## config.mk

```make
export PLATFORM = sky130hd
export DESIGN_NAME = pdm_modulator
export DESIGN_NICKNAME = d
export VERILOG_FILES = /design/src/rtl/pdm_pkg.sv /design/src/rtl/pdm_sine_src.sv /design/src/rtl/pdm_accum.sv /design/src/rtl/pdm_modulator.sv
export SDC_FILE = /design/constraint.sdc
export NUM_CORES = 1
export LEC_CHECK = 0
export BUFFER_PORTS_ARGS = -buffer_cell sky130_fd_sc_hd__buf_4
export CELL_PAD_IN_SITES_DETAIL_PLACEMENT = 0
export CELL_PAD_IN_SITES_GLOBAL_PLACEMENT = 1
export CORE_UTILIZATION = 47
export CTS_BUF_LIST = sky130_fd_sc_hd__clkbuf_8
export DETAILED_ROUTE_END_ITERATION = 7
export GPL_TIMING_DRIVEN = 0
export PLACE_DENSITY = 0.82
export SLEW_MARGIN = 5
export SYNTH_ARGS = -nofsm -noshare
export SYNTH_HDL_FRONTEND = slang
export SYNTH_HIERARCHICAL = 1
export SYNTH_SLANG_ARGS = --single-unit
```

## constraint.sdc

```tcl
create_clock -name clk -period 3.6 [get_ports clk]
set_input_delay 0.36 -clock clk [delete_from_list [all_inputs] [get_ports clk]]
set_output_delay 0.36 -clock clk [all_outputs]
set_load 0.005 [all_outputs]
```

## src/rtl/pdm_pkg.sv

```systemverilog
package pdm_pkg;

    // Sine table entry i of len, for a code of w bits.
    // The second half mirrors the first, so the table sums to len*mid.
    function automatic longint sine_code(longint i, longint len, longint w);
        longint mid;
        longint amp;
        longint half;
        longint j;
        longint a;
        longint p;
        longint den;
        longint mag;
        mid  = longint'(1) << (w - 1);
        amp  = mid - 1;
        half = len / 2;
        j    = (i < half) ? i : i - half;
        a    = (3600 * j) / len;              // angle in tenths of a degree, 0..1799
        p    = a * (1800 - a);
        den  = 4050000 - p;
        mag  = (2 * amp * 4 * p + den) / (2 * den);
        return (i < half) ? mid + mag : mid - mag;
    endfunction

endpackage

```

## src/rtl/pdm_sine_src.sv

```systemverilog
module pdm_sine_src #(
    parameter int W   = 5,
    parameter int LEN = 100,
    parameter int DIV = 5
) (
    input  logic         clk,
    input  logic         rst,
    input  logic         en,
    output logic [W-1:0] code
);
    localparam int IDX_W = (LEN > 1) ? $clog2(LEN) : 1;
    localparam int DIV_W = (DIV > 1) ? $clog2(DIV) : 1;
    localparam logic [IDX_W-1:0] IDX_LAST = IDX_W'(LEN - 1);
    localparam logic [DIV_W-1:0] DIV_LAST = DIV_W'(DIV - 1);

    typedef struct packed {
        logic [IDX_W-1:0] idx;
        logic [DIV_W-1:0] div;
    } seq_t;

    seq_t seq_d, seq_q;
    logic [W-1:0] rom [LEN];

    for (genvar g = 0; g < LEN; g++) begin : g_rom
        assign rom[g] = W'(pdm_pkg::sine_code(g, LEN, W));
    end

    always_comb begin
        seq_d = seq_q;
        if (en) begin
            if (seq_q.div == DIV_LAST) begin
                seq_d.div = '0;
                seq_d.idx = (seq_q.idx == IDX_LAST) ? '0 : seq_q.idx + 1'b1;
            end else begin
                seq_d.div = seq_q.div + 1'b1;
            end
        end
    end

    always_ff @(posedge clk) begin
        if (rst) seq_q <= '0;
        else     seq_q <= seq_d;
    end

    assign code = rom[seq_q.idx];
endmodule

```

## src/rtl/pdm_accum.sv

```systemverilog
module pdm_accum #(
    parameter int W = 5
) (
    input  logic         clk,
    input  logic         rst,
    input  logic         en,
    input  logic [W-1:0] code,
    output logic         bit_out
);
    typedef struct packed {
        logic [W-1:0] acc;
        logic         bit_o;
    } acc_t;

    acc_t st_d, st_q;
    logic [W:0] sum_d;

    always_comb begin
        st_d  = st_q;
        sum_d = {1'b0, st_q.acc} + {1'b0, code};
        if (en) begin
            st_d.acc   = sum_d[W-1:0];
            st_d.bit_o = sum_d[W];
        end else begin
            st_d.bit_o = 1'b0;
        end
    end

    always_ff @(posedge clk) begin
        if (rst) st_q <= '0;
        else     st_q <= st_d;
    end

    assign bit_out = st_q.bit_o;
endmodule

```

## src/rtl/pdm_modulator.sv

```systemverilog
module pdm_modulator #(
    parameter int DATA_W     = 5,
    parameter int TABLE_LEN  = 100,
    parameter int SAMPLE_DIV = 5,
    parameter bit USE_TABLE  = 1'b1
) (
    input  logic              clk,
    input  logic              rst,
    input  logic              en,
    input  logic [DATA_W-1:0] ext_code,
    output logic              pdm_out
);
    logic [DATA_W-1:0] tbl_code;
    logic [DATA_W-1:0] code_sel;

    pdm_sine_src #(.W(DATA_W), .LEN(TABLE_LEN), .DIV(SAMPLE_DIV)) src_i (
        .clk  (clk),
        .rst  (rst),
        .en   (en),
        .code (tbl_code)
    );

    assign code_sel = USE_TABLE ? tbl_code : ext_code;

    pdm_accum #(.W(DATA_W)) acc_i (
        .clk     (clk),
        .rst     (rst),
        .en      (en),
        .code    (code_sel),
        .bit_out (pdm_out)
    );
endmodule

```

# ---- Yosys cells after proc, flatten, opt, wreduce, memory -nomap -nowiden
# Memory sizes are Yosys's and may differ from the RTL's.
# Cells that the tools add are included.
dict set report totals {
  regBits 16
  mem_bits_ro 640
  in_bits 8
  output_inout_bits 1
  elab_cells 19
  memories 1
}
dict set report op_classes {
  n_addsub 3
  order_cmp 1
  eq_ne 2
  mux 4
  bitwise 2
  reduce_logical 2
}
# memory depth width rd rd_clocked_by_memory_dff write_ports line
set mem_list {}
lappend mem_list {{(name not given)} 128 5 1 0 0 pdm_sine_src.sv:45} ;# assign code = rom[seq_q.idx];
# operator n
set ops {}
lappend ops {{$mux W5} 2}
lappend ops {{$ge A8 B8 Y1 const B} 1}
lappend ops {{$not A7 Y8} 1}
lappend ops {{$add A7 B1 Y7 const B} 1}
lappend ops {{$eq A7 B7 Y1 const B} 1}
lappend ops {{$mux W7} 1}
lappend ops {{$add A5 B5 Y6} 1}
lappend ops {{$add A3 B1 Y3 const B} 1}
lappend ops {{$eq A3 B3 Y1 const B} 1}
lappend ops {{$mux W3} 1}
lappend ops {{$reduce_and A2 Y1} 1}
lappend ops {{$reduce_or A2 Y1} 1}
lappend ops {{$not A1 Y1} 1}

# ---- Depth between registers and ports, before layout
dict set report logic_depth {
  ltp_word 5
  ltp_mapped 13
  depth_no_buf 12
}

# ---- By module
# Netlist, hierarchy kept.
# module instances cells_per_inst area_per_inst_um2 seq_area_each_um2
set by_module_without_submodules {}
lappend by_module_without_submodules {pdm_sine_src 1 135 1024.7 200.2}
lappend by_module_without_submodules {pdm_accum 1 41 391.6 120.1}

# ---- Least setup slack after synthesis
# OpenSTA, ideal clock, no wires.
dict set report synth_path {
  path_type {reg2reg}
  startpoint {register src_i/seq_q[4] (netlist name)}
  endpoint {register acc_i/st_q[5] (netlist name)}
  t_arrival_ps 2874
  required_ps 3518
  slack_ps 644
  stages_incl_launch_ff 12
  period_less_slack_ps 2956
  path_cell_list {dfxtp_1 > buf_2 > inv_1 > ha_1 > inv_1 > mux4_2 > o21ai_1 > a22oi_1 > fa_1 > a21o_2 > a2111o_1 > o221ai_1}
}
dict set report synth_via {
  elab_chain_len 5
}
# item line
set synth_rtl {}
lappend synth_rtl {{start: declaration} pdm_sine_src.sv:21} ;# seq_t seq_d, seq_q;
lappend synth_rtl {{start signal: assignment} pdm_sine_src.sv:42} ;# else seq_q <= seq_d;
lappend synth_rtl {{$not A7 Y8 (not written as such)} pdm_sine_src.sv:45}
lappend synth_rtl {{$mem_v2 Z128 W5} --}
lappend synth_rtl {{$mux W5 (not written as such) (2 in a row)} pdm_sine_src.sv:45}
lappend synth_rtl {{net code_sel[1]} pdm_modulator.sv:14} ;# logic [DATA_W-1:0] code_sel;
lappend synth_rtl {{$add A5 B5 Y6} pdm_accum.sv:20} ;# sum_d = {1'b0, st_q.acc} + {1'b0, code};
lappend synth_rtl {{end signal: assignment} pdm_accum.sv:31} ;# else st_q <= st_d;
lappend synth_rtl {{end: declaration} pdm_accum.sv:15} ;# acc_t st_d, st_q;
# The timed path passes the listed nets, and every way through them passes these cells. The select of a mux whose other input is x is not followed.
# A chain may end at the register's enable or synchronous reset.

# ---- Worst setup path after layout
# Ends and elaborated chain as after synthesis.

==> impl_summary.md <==
Global routing
The number of antenna violations at the first check in global routing is 0. The total routing resource utilization after global routing is 23.8%. The via count of the first global-routing pass is 1301.

For this run the aggregate overflow at the end of global routing stands at 0. The global-route wire length before repair is 6090 um. The largest net degree at the start of global routing is 11.

Synthesis
Sequential elements use 22.6% of the synthesized area. The async set or reset register ratio after synthesis is 0%. The number of different library cells used by synthesis comes to 50. The summed instance area of the synthesized netlist is 1420 um^2.

The leading area contributor after synthesis is dfxtp_1. The mean post-synth cell area is 8.05 um^2. In the synthesized netlist the dominant register cell turns out to be dfxtp_1. Counting every instance in the synthesized netlist gives 176. The post-synth net total is 199.

The dominant cell by count in the synthesized netlist is nor2_1. The number of enable flip-flop cells after synthesis is 0. Summed over its instances, the top area cell type makes up 22.6% of the synthesized netlist area. Sorting the synthesized cells by area gives the leading types as dfxtp_1, ha_1, nor2_1.

For this run, the number of Yosys warnings is 6. After synthesis the netlist holds a flip-flop and latch count of 16. Ranked by instance count, the synthesized netlist is headed by nor2_1, dfxtp_1, ha_1.

Layout
For this run, the share of the core covered by cells in the final layout is 54.6%. The net count of the finished layout is 207. The layout has 276 filler cells. The number of inserted diodes is 0. From synthesis to final layout, the design area changed by 8.22%.

The share of post-route cells with drive strength above 1 is 13.7%.

Power
IR analysis of the VDD net gives a maximum drop of 0.335 mV. The analysis attributes to cell leakage a power of 0.000640 uW. The total power per unit cell area is 242 nW/um^2. The power after layout is 372 uW.

STA
Setup repair after global routing left no endpoint under its margin. The ratio of final minimum period to clock period is 93.6%. The final hold violation count was 0. The count of pins over their slew limit was 0. The clock skew is 4.77 ps. The slew at the pin closest to its max-slew limit is 480 ps. Static timing analysis puts the maximum clock frequency at 297 MHz. The clock period could shrink to 3370 ps. Setup violations remaining at the end of the flow were counted as 0. The relative slew slack is 68.0%. The post-route setup TNS is 0 ps.

Critical path
The required time at the worst-slack endpoint is 3760 ps. On the critical path, the stage with the largest delay is an instance of dfxtp_1. Counting buffers and inverters, the worst setup path is 12 cells deep.

Together, buffers and inverters on the worst path number 2. By startpoint and endpoint, the worst setup path is classified as reg -> reg. The worst reg-to-reg path cell count is 12. On the worst path, the slowest cell contributes a delay of 470 ps. The critical path goes through buf_2, inv_1, ha_1, nor2_1, o21ai_0, a41oi_1, a22oi_1, ha_1, fa_1, a21o_2, a2111o_1, o221ai_1. The dominant delay contributor by cell family on the critical path is compound AO/OA/AOI/OAI gates.

STA classifies the critical path endpoint as a flop. The cell occurring most often along the worst timing path is ha_1. The maximum fanout along the worst path is 10. The critical path data arrival time is 3530 ps.

The worst setup path is launched from a flop.

Clocking
The number of hold buffers added after CTS was 0. The post-CTS setup buffer count is 0. In this run the clock root is driven by a clkbuf_8. In this run the deepest clock path goes through 2 buffers.

Once the clock tree was built, the resizer swapped 0 gates to a different size. CTS built an H-tree with a depth of 1. At the later pin of the worst-skew pair, clock insertion delay measures 240 ps. TritonCTS built the clock tree. The number of clock sinks seen by CTS is 16. Clock-pin slew was measured on the worst setup and hold paths at 70 ps. The clock buffer count from CTS is 3.

Outcome
The flow ran to the end, and the final reports show no timing, DRC or antenna violations.

Placement
Port buffering added 3 buffers. The congestion estimate from routability-driven global placement came to 0.908. The post-detailed-placement half-perimeter wirelength is 2520 um.

Floorplanning
In this run the standard cell core region covers 2810 um^2. The die extent in y is 56.9 um. The I/O pin count is 9. The die span in x is 56.9 um.

The cell row count is 19. The floorplan step defined a die boundary enclosing 3240 um^2. The effective utilization at floorplan is 50.5%.

Job
The number of violations of the max-capacitance limit is 0.

Detailed routing
For this run, the detailed router's first-pass iteration total came to 4. The post-route antenna net violation count is 0. After detailed routing, the average wire length per cell comes to 15.9 um.

After detailed routing, the wire length on met1 is 1680 um. After detailed routing, the total wire length is 3400 um. Using the TritonRoute via totals, the vias-per-cell ratio works out to 6.29.

The wire length on met3 is 154 um. The highest layer touched by signal routing is met4. The routed via count is 1347. After detailed routing, the number of remaining DRC violations is 0. For this block, the initial DRC count from the detailed router was 77. Detailed routing placed a total of 1520 um of wire on met2.

Min path
The hold path depth is 2. The tightest min-delay check is of the in -> reg type.
==> layout make-up <==
class                      instances  area (um^2)  share of cell area [%]
buffer                            11         67.6                    4.41
clock buffer                       4         55.1                    3.59
inverter                          14         52.6                    3.43
multi-input combinational        135          976                    63.7
sequential                        16          320                    20.9
tap                               31         38.8                    2.53
timing repair buffer               3         22.5                    1.47
==> state kept, by name, summed over array words and instances (netlist names) <==
register and count:
src_i/seq_q 10, acc_i/st_q 5, acc_i/bit_out 1
==> path summary, 6_finish.rpt <==
kind                                                   from                           to  slack [ps]
worst max-delay path            src_i/seq_q[4]$_SDFFE_PP0P_   acc_i/st_q[5]$_SDFFE_PP0P_         230
worst max register to register  src_i/seq_q[4]$_SDFFE_PP0P_   acc_i/st_q[5]$_SDFFE_PP0P_         230
worst min-delay path                                    rst  src_i/seq_q[1]$_SDFFE_PP0P_         320
worst min register to register   acc_i/st_q[3]$_SDFFE_PP0P_   acc_i/st_q[3]$_SDFFE_PP0P_         500
==> through the flow <==
stage | area [um^2] | hold slack (ps) | worst slack, ps | instances
after detailed placement | 1480 | 491 | 276 | 210
after global routing | 1530 | 314 | 21.7 | 214
final | 1530 | 316 | 230 | 214
after CTS | 1530 | 312 | 249 | 214
after floorplan | 1420 | 432 | 644 | 176
after global placement | 1480 | 482 | 305 | 210
==> cell families after synthesis <==
logic type                 after synthesis  share of synthesized area, %
AOI/OAI and AO/OA                       52                          25.4
adders and majority gates               15                          13.8
xor gates and xnor gates                 9                          5.57
buffers and inverters                   25                          8.48
and+or+nand+nor                         50                          16.7
DFF                                     16                          22.6
muxes                                    9                          7.42
==> worst register-to-register path, delay by kind of cell, from the launching register on <==
kind                     cells  cell delay [ps]
AND/OR/NAND/NOR              1              180
AO/OA/AOI/OAI                6             1200
adder cells (fa/ha/maj)      3             1040
flip-flops                   1              470
buffers and inverters        2              400
==> metal layers <==
metal | up-vias | track usage [%]
met5 | - | 0
met4 | 0 | 5.92
met3 | 8 | 3.92
met2 | 40 | 35.8
met1 | 640 | 35.2
li1 | 659 | -
==> report_power, final <==
part           internal [uW]  leakage, uW  switching [uW]
Combinational           13.8     0.000481            15.9
Clock                   96.8    0.0000288            59.7
Sequential               182     0.000130            3.53
Total                    292     0.000640            79.1
==> cells in the final DEF, fill, tap and decap left out, drive strengths merged, types with 2 or more instances in the layout <==
master	synthesis	routed
o21ai	12	12
and3	3	3
a21oi	7	7
o22ai	2	2
nand3	3	3
a22o	2	2
mux2	2	2
clkbuf	1	5
xnor2	8	8
buf	10	13
or3	2	2
a221oi	3	3
nand2	10	10
dfxtp	16	16
a211oi	7	7
o211ai	2	2
o311ai	3	3
ha	14	14
mux2i	6	6
nor2	22	22
clkinv	2	2
inv	12	12
a31oi	2	2
a22oi	2	2
nor3	3	3
a21o	3	3
(Power assumes the default switching activity.)
